File: src/rtl/tfc_capture.sv
module tfc_capture #(
  parameter int FRAME_BITS = 128
) (
  input  logic                  clk,
  input  logic                  rst,
  input  logic                  phase,
  input  logic                  data,
  input  logic                  strobe,
  output logic [FRAME_BITS-1:0] frame,
  output logic                  full,
  output logic                  onset
);
  localparam int CW = $clog2(FRAME_BITS + 1);
  localparam logic [CW-1:0] LAST = CW'(FRAME_BITS);

  logic          phase_q, strobe_q;
  logic [CW-1:0] cnt;
  logic          rise, take;

  assign onset = phase_q & ~phase;
  assign rise  = strobe & ~strobe_q;
  assign take  = phase & rise & (cnt != LAST);
  assign full  = (cnt == LAST);

  always_ff @(posedge clk) begin
    if (rst) begin
      phase_q  <= 1'b0;
      strobe_q <= 1'b0;
    end else begin
      phase_q  <= phase;
      strobe_q <= strobe;
    end
  end

  always_ff @(posedge clk) begin
    if (rst || onset) begin
      frame <= '0;
      cnt   <= '0;
    end else if (take) begin
      frame <= {frame[FRAME_BITS-2:0], data};
      cnt   <= cnt + 1'b1;
    end
  end

  AST_COUNT_BOUND: assert property (@(posedge clk) disable iff (rst)
    cnt <= LAST);
  AST_CHARGE_FROZEN: assert property (@(posedge clk) disable iff (rst)
    (!phase && !phase_q) |=> ($stable(frame) && $stable(cnt)));
  AST_FULL_FROZEN: assert property (@(posedge clk) disable iff (rst)
    (full && !onset) |=> $stable(frame));
endmodule

File: config.mk
export PLATFORM = sky130hd
export DESIGN_NAME = tfc_capture
export DESIGN_NICKNAME = d
export VERILOG_FILES = /design/src/rtl/tfc_capture.sv
export SDC_FILE = /design/constraint.sdc
export NUM_CORES = 1
export LEC_CHECK = 0
export BUFFER_PORTS_ARGS = -buffer_cell sky130_fd_sc_hd__buf_2
export CELL_PAD_IN_SITES_DETAIL_PLACEMENT = 1
export CELL_PAD_IN_SITES_GLOBAL_PLACEMENT = 1
export CORE_UTILIZATION = 30
export CTS_BUF_LIST = sky130_fd_sc_hd__clkbuf_8
export CTS_CLUSTER_SIZE = 40
export DETAILED_ROUTE_END_ITERATION = 10
export GPL_TIMING_DRIVEN = 1
export PLACE_DENSITY_LB_ADDON = 0.1
export SYNTH_ARGS = -nofsm -noshare
export SYNTH_HDL_FRONTEND = slang
export SYNTH_SLANG_ARGS = --single-unit
File: constraint.sdc
create_clock -name clk -period 4.2 [get_ports clk]
set_input_delay 0 -clock clk [delete_from_list [all_inputs] [get_ports clk]]
set_output_delay 0 -clock clk [all_outputs]
set_load 0.005 [all_outputs]
==> results of run 1 <==
[area by class of cell]
class                      count  share of cell area
tap                          225              0.0431
timing repair buffer         145               0.123
inverter                       4             0.00268
clock inverter                12              0.0224
sequential                   138               0.423
clock buffer                  20              0.0421
multi-input combinational    300               0.344
[cells by family after synthesis]
logic type               share of synthesized area
buffers and inverters                       0.0744
adder cells (fa/ha/maj)                    0.00464
AO/OA/AOI/OAI                               0.0167
flip-flops                                   0.512
multiplexers                                 0.241
AND/OR/NAND/NOR                              0.151
[flip-flops by register name (all words and copies together), names as in the netlist]
| register | flops |
|---|---|
| phase_q | 1 |
| strobe_q | 1 |
| frame | 128 |
| cnt | 8 |
[critical path: stages]
cell	delay [ns]
dlygate4sd3_1	0.53
buf_2	0.15
inv_4	0.73
buf_4	0.49
nand3_1	0.18
mux2i_1	0.17
[cells in the final DEF, fill, tap and decap left out, drive strengths merged]
| cell type | netlist | layout |
|---|---|---|
| a211o | 1 | 1 |
| a21o | 1 | 1 |
| a21oi | 7 | 7 |
| and2 | 1 | 1 |
| buf | 21 | 140 |
| bufinv | 0 | 3 |
| clkbuf | 23 | 20 |
| clkinv | 0 | 5 |
| clkinvlp | 0 | 2 |
| dfxtp | 138 | 138 |
| dlygate4sd3 | 0 | 5 |
| ha | 2 | 2 |
| inv | 4 | 6 |
| mux2i | 130 | 130 |
| nand2 | 4 | 4 |
| nand2b | 1 | 1 |
| nand3 | 136 | 136 |
| nand3b | 1 | 1 |
| nand4 | 1 | 1 |
| nand4b | 1 | 1 |
| nor2b | 2 | 2 |
| nor3b | 1 | 1 |
| nor4b | 1 | 1 |
| o21ai | 2 | 2 |
| o31ai | 3 | 3 |
| or3 | 2 | 2 |
| or4 | 3 | 3 |
[where the power goes]
group / internal, mW / switching, mW / total [mW]
Clock: 0.632 / 0.506 / 1.14
Sequential: 1.31 / 0.00207 / 1.31
Combinational: 0.0424 / 0.0786 / 0.121
Total: 1.98 / 0.587 / 2.57
[worst paths after layout]
path,startpoint,to,slack (ns)
setup / recovery,rst,frame[102],2.23
hold / removal,rst,phase_q,0.33
setup reg to reg,strobe_q,frame[38],2.23
hold reg to reg,cnt[7],cnt[7],0.49
[per-stage QoR]
stage          setup slack (ns)  hold WS [ns]  power [mW]   util
6_report                   2.23         0.327        2.57  0.375
5_1_grt                    2.05         0.339        2.70  0.375
4_1_cts                    2.23         0.290        2.62  0.375
3_5_place_dp               2.27         0.239        1.46  0.348
3_3_place_gp               2.33         0.232        1.46  0.348
2_1_floorplan              2.67        0.0716        1.46      -
[metal layers]
layer  track usage  share of wire  vias to the layer above
li1              -              -                     2012
met1         0.184           0.46                     2011
met2         0.227           0.47                       97
met3        0.0570          0.063                        9
met4        0.0481         0.0085                        0
met5             0              0                        -
==> qor.yml, run 1 <==
status: "finished, final reports clean"
synth.top_cell.area_share: 0.512
powerDensity_nw_per_um2: 393
drtIter0Drc: 168
ios: 135
ant_nets: 0
synthTopCellsByArea: "dfxtp_1 (51%), mux2i_1 (24%), nand3_1 (13%)"
max_cap_viol_count: 0
ir_drop_mv: 0.172
yosysSeqAreaShare: 0.512
yosysTopAreaCell: "dfxtp_1"
nets: 613
final.setup.tns_ns: 0
drtPass1Iterations: 4
place_hpwl_mm: 8.76
clk_path_buf_depth: 2
grt_pass1_vias: 4042
grt_pass1_wl_mm: 21.2
dp_cells: 807
synthCells: 486
layoutNonFillerInstCount: 844
placed_cell_area_um2: 6060
synth_edf_count: 0
ys.flop_type: "dfxtp_1"
clock_sinks: 138
postCtsResizedCells: 0
reg2reg_depth: 4
insertion_delay_ns: 0.43
diodes: 0
hold_class: "in -> reg"
postCtsSetupBuffers: 0
multiInputGateArea_um2: 2250
synth_seq_cells: 138
placementRows: 48
globalRouteOverflowTotal: 0
regArea_um2: 2760
period_share: 0.469
yosysMostFrequentCell: "dfxtp_1"
drive_gt1_frac: 0.289
numPortBuffers: 134
skew_ns: 0.0167
max_freq_ghz: 0.508
cp-end-kind: "flip-flop"
fp.dieW_um: 136
viasPerCell: 4.89
synth.distinct_cells: 29
synthArstFlopShare: 0
min_period_ns: 1.97
synthesis.area_um2: 5400
hold_depth: 3
p_leak_nw: 2.77
grtUsageTotal: 0.146
wl_mm: 13.3
crit_path_start_kind: "input pin"
numCtsBuffers: 17
maxSlewViolCount: 0
path_clk_slew_ns: 0.08
critPathKind: "in -> reg"
synthToLayoutAreaGrowth_pct: 21.1
core_area_um2: 17400
start_util: 0.310
syn_area_per_cell_um2: 11.1
cts-root-buf: "clkbuf_8"
relSlewSlack: 0.290
yosysWarnings: 0
grt_max_degree: 102
fill_cells: 1970
setup_viol: 0
die_h_um: 136
worstPathMaxFanout: 101
cp.arrival_ns: 2.31
vias: 4129
wl_per_cell_um: 15.7
hold_buffers: 5
gp_congestion: 0.707
synth_nets: 493
cts_max_level: 4
fin_area_um2: 6530
grt_setup_unrepaired: "false"
worstMarginPinSlew_ns: 1.06
finalHoldViolCount: 0
antenna_found_initial: 0
synthTopCellsByCount: "dfxtp_1 (138), nand3_1 (136), mux2i_1 (130)"
required_ns: 4.55
drcViolationCount: 0
cts_tree: "done"
die_area_um2: 18500
Power figures use the tool's default switching activity.
==> inputs of run 2 (changes only) <==
Settings changed: ABC_AREA set to 1.
Clock period 4.2 ns to 1.8 ns, I/O delays scaled along.
==> run 2 against run 1 <==
  * Die area decreased by 3.2%
  * Global-route usage up 1.1 points
  * Total power increased to 2.5 times the previous value
  * Clock power increased by 110%
  * Non-clock buffer count is 13 higher
  * Synthesized cell count increased by 34%
  * Critical path depth up 2
  * Largest power group unchanged
  * Clock skew decreased by 0.0072 ns
  * Hold slack worse by 0.17 ns
  * Design area up 1.3%
  * Final cell count is 20% higher
==> qor.yml, run 2 <==
viasPerCell: 4.55  # was 4.89
wl_mm: 13.6  # was 13.3 mm
cts_tree: "done"  # unchanged
yosysMostFrequentCell: "nor2_1"  # was dfxtp_1
ir_drop_mv: 0.416  # was 0.172 mV
synth_edf_count: 0  # unchanged
core_area_um2: 16800  # was 17400 um2
antenna_found_initial: 0  # unchanged
r2r_start: "cnt[0]"  # was strobe_q
worstSetupStartpoint: "cnt[0]"  # was rst
maxSlewViolCount: 0  # unchanged
yosysSeqAreaShare: 0.529  # was 0.512
ant_nets: 0  # unchanged
fin_ws_ns: 0.203  # was 2.23 ns
synthesis.area_um2: 5220  # was 5400 um2
cp_common_cell: "nor2_1"
nets: 789  # was 613
ff2ff_setup_slack_ns: 0.20  # was 2.23 ns
relSlewSlack: 0.719  # was 0.290
drcViolationCount: 0  # unchanged
cts-root-buf: "clkbuf_8"  # unchanged
timing.rr.end: "frame[35]"  # was frame[38]
skew_ns: 0.00947  # was 0.0167 ns
gp_congestion: 0.733  # was 0.707
synth.top_cell.area_share: 0.529  # was 0.512
postCtsSetupBuffers: 0  # unchanged
ys.flop_type: "dfxtp_1"  # unchanged
path_clk_slew_ns: 0.08  # about the same
min_period_ns: 1.60
insertion_delay_ns: 0.45  # was 0.43 ns
yosysTopAreaCell: "dfxtp_1"  # unchanged
switching_share: 0.262  # was 0.228
status: "finished, final reports clean"  # unchanged
cpPeakStageDelay_ns: 0.34  # was 0.73 ns
grt_setup_unrepaired: "false"  # unchanged
globalRouteOverflowTotal: 0  # unchanged
final_cell_mix: "nor2_1 (213), dfxtp_1 (138), buf_2 (134)"  # was dfxtp_1 (138), nand3_1 (136), buf_2 (134)
setup_viol: 0  # unchanged
seq_power_share: 0.512  # was 0.510
finalHoldViolCount: 0  # unchanged
largest_reg_flops: 128  # unchanged
synth_nets: 656  # was 493
cp.arrival_ns: 1.98  # was 2.31 ns
synth.distinct_cells: 24  # was 29
holdPathEnd: "frame[14]"  # was phase_q
start_util: 0.312  # was 0.310
slowest_stage: "dfxtp_1"  # was inv_4
internal_power_mw: 4.83  # was 1.98 mW
dp_slack_ns: 0.166  # was 2.27 ns
yosysWarnings: 0  # unchanged
drtPass1Iterations: 4  # unchanged
wl_per_cell_um: 13.4  # was 15.7 um
syn_area_per_cell_um2: 8.05  # was 11.1 um2
largest_register: "frame"  # unchanged
powerDensity_nw_per_um2: 989  # was 393 nW/um2
numPortBuffers: 134  # unchanged
path_cells: "inv_1 -> ha_1 -> nand2_1 -> nor2_4 -> nor2_8 -> buf_4 -> nor2_1 -> nor2_1"  # was dlygate4sd3_1 -> buf_2 -> inv_4 -> buf_4 -> nand3_1 -> mux2i_1
critPathKind: "reg -> reg"  # was in -> reg
final.setup.tns_ns: 0  # unchanged
clockPowerShare: 0.372  # was 0.443
crit_path_start_kind: "flip-flop"  # was input pin
grt_pass1_vias: 4556  # was 4042
cts_max_level: 4  # unchanged
p_switching_mw: 1.72  # was 0.587 mW
hold_class: "in -> reg"  # unchanged
final_common_cell: "nor2_1"  # was dfxtp_1
whs_ns: 0.156  # was 0.327 ns
hold_depth: 7  # was 3
clock_sinks: 138  # unchanged
synthTopCellsByArea: "dfxtp_1 (53%), nor2_1 (15%), o21ai_0 (12%)"  # was dfxtp_1 (51%), mux2i_1 (24%), nand3_1 (13%)
die_h_um: 134  # was 136 um
grt_max_degree: 62  # was 102
fp.dieW_um: 134  # was 136 um
place_hpwl_mm: 9.20  # was 8.76 mm
ios: 135  # unchanged
die_area_um2: 17900  # was 18500 um2
clk_path_buf_depth: 2  # unchanged
reg2reg_depth: 8  # was 4
worstPathMaxFanout: 22  # was 101
synthToLayoutAreaGrowth_pct: 26.7  # was 21.1%
drive_gt1_frac: 0.316  # was 0.289
cp-end-kind: "flip-flop"  # unchanged
postCtsResizedCells: 0  # unchanged
period_share: 0.887
hold_buffers: 4  # was 5
reg_top3: "frame x128, cnt x8"  # unchanged
power.share.combinational: 0.117  # was 0.047
placementRows: 47  # was 48
max_freq_ghz: 0.626
vias: 4609  # was 4129
numCtsBuffers: 17  # unchanged
synthTopCellsByCount: "nor2_1 (213), dfxtp_1 (138), o21ai_0 (123)"  # was dfxtp_1 (138), nand3_1 (136), mux2i_1 (130)
worstHoldStart: "phase"  # was rst
max_cap_viol_count: 0  # unchanged
p_leak_nw: 2.93  # was 2.77 nW
grt_pass1_wl_mm: 22.4  # was 21.2 mm
synth_seq_cells: 138  # unchanged
worstMarginPinSlew_ns: 0.421  # was 1.06 ns
grtUsageTotal: 0.157  # was 0.146
diodes: 0  # unchanged
drtIter0Drc: 137  # was 168
synthArstFlopShare: 0  # unchanged
required_ns: 2.19  # was 4.55 ns
synthCells: 649  # was 486
[run 2: metal layers]
metal  GRT usage  up-vias  part of all wire
li1            -     2328                 -
met1       0.199     2166              0.48
met2       0.244       97              0.45
met3      0.0518       18             0.054
met4      0.0663        0             0.018
met5           0        -                 0
[run 2: worst max-delay path by stage]
stage	endpoint	slack, ns
after floorplan	frame[86]	0.33
after global placement	frame[62]	0.29
after detailed placement	frame[68]	0.17
after CTS	frame[35]	0.15
after global routing	frame[74]	0.05
final	frame[35]	0.20
[run 2: critical path: cells and delay by family (launching register included)]
family	cells	cell delay (ns)
simple gates	5	0.59
buf+inv	2	0.39
flops	1	0.34
fa+ha+maj	1	0.21
[run 2: power groups by stage]
stage          Sequential, mW  Combinational, mW  Clock (mW)
2_1_floorplan            3.41              0.444           0
3_3_place_gp             3.41              0.742           0
3_5_place_dp             3.42              0.772           0
4_1_cts                  3.35              0.782        2.55
5_1_grt                  3.37              0.868        2.69
6_report                 3.35              0.763        2.43
[run 2: cell families (layout without fill, tap and decap cells)]
| family | after synthesis | count (layout) | share of synthesized area |
|---|---|---|---|
| buffers and inverters | 56 | 201 | 0.0671 |
| adders and majority gates | 2 | 2 | 0.00479 |
| AOI/OAI and AO/OA | 137 | 137 | 0.131 |
| and+or+nand+nor | 315 | 315 | 0.266 |
| DFF | 138 | 138 | 0.529 |
| xor gates and xnor gates | 1 | 1 | 0.00168 |
[run 2: layout make-up]
type / count / area, um2
clock buffers: 19 / 262
multi-input cells: 455 / 2110
well taps: 220 / 275
flip-flops and latches: 138 / 2760
clock inverters: 12 / 110
inverters: 12 / 45.0
repair buffers: 158 / 1050
fillers: 2045 / 10100
[run 2: stage by stage]
step	util	std cells	power, mW	instance area, um2
2_1_floorplan	-	649	3.86	5220
5_1_grt	0.395	1014	6.93	6620
4_1_cts	0.395	1014	6.68	6620
3_3_place_gp	0.370	979	4.15	6200
3_5_place_dp	0.370	979	4.19	6200
6_report	0.395	1014	6.54	6620
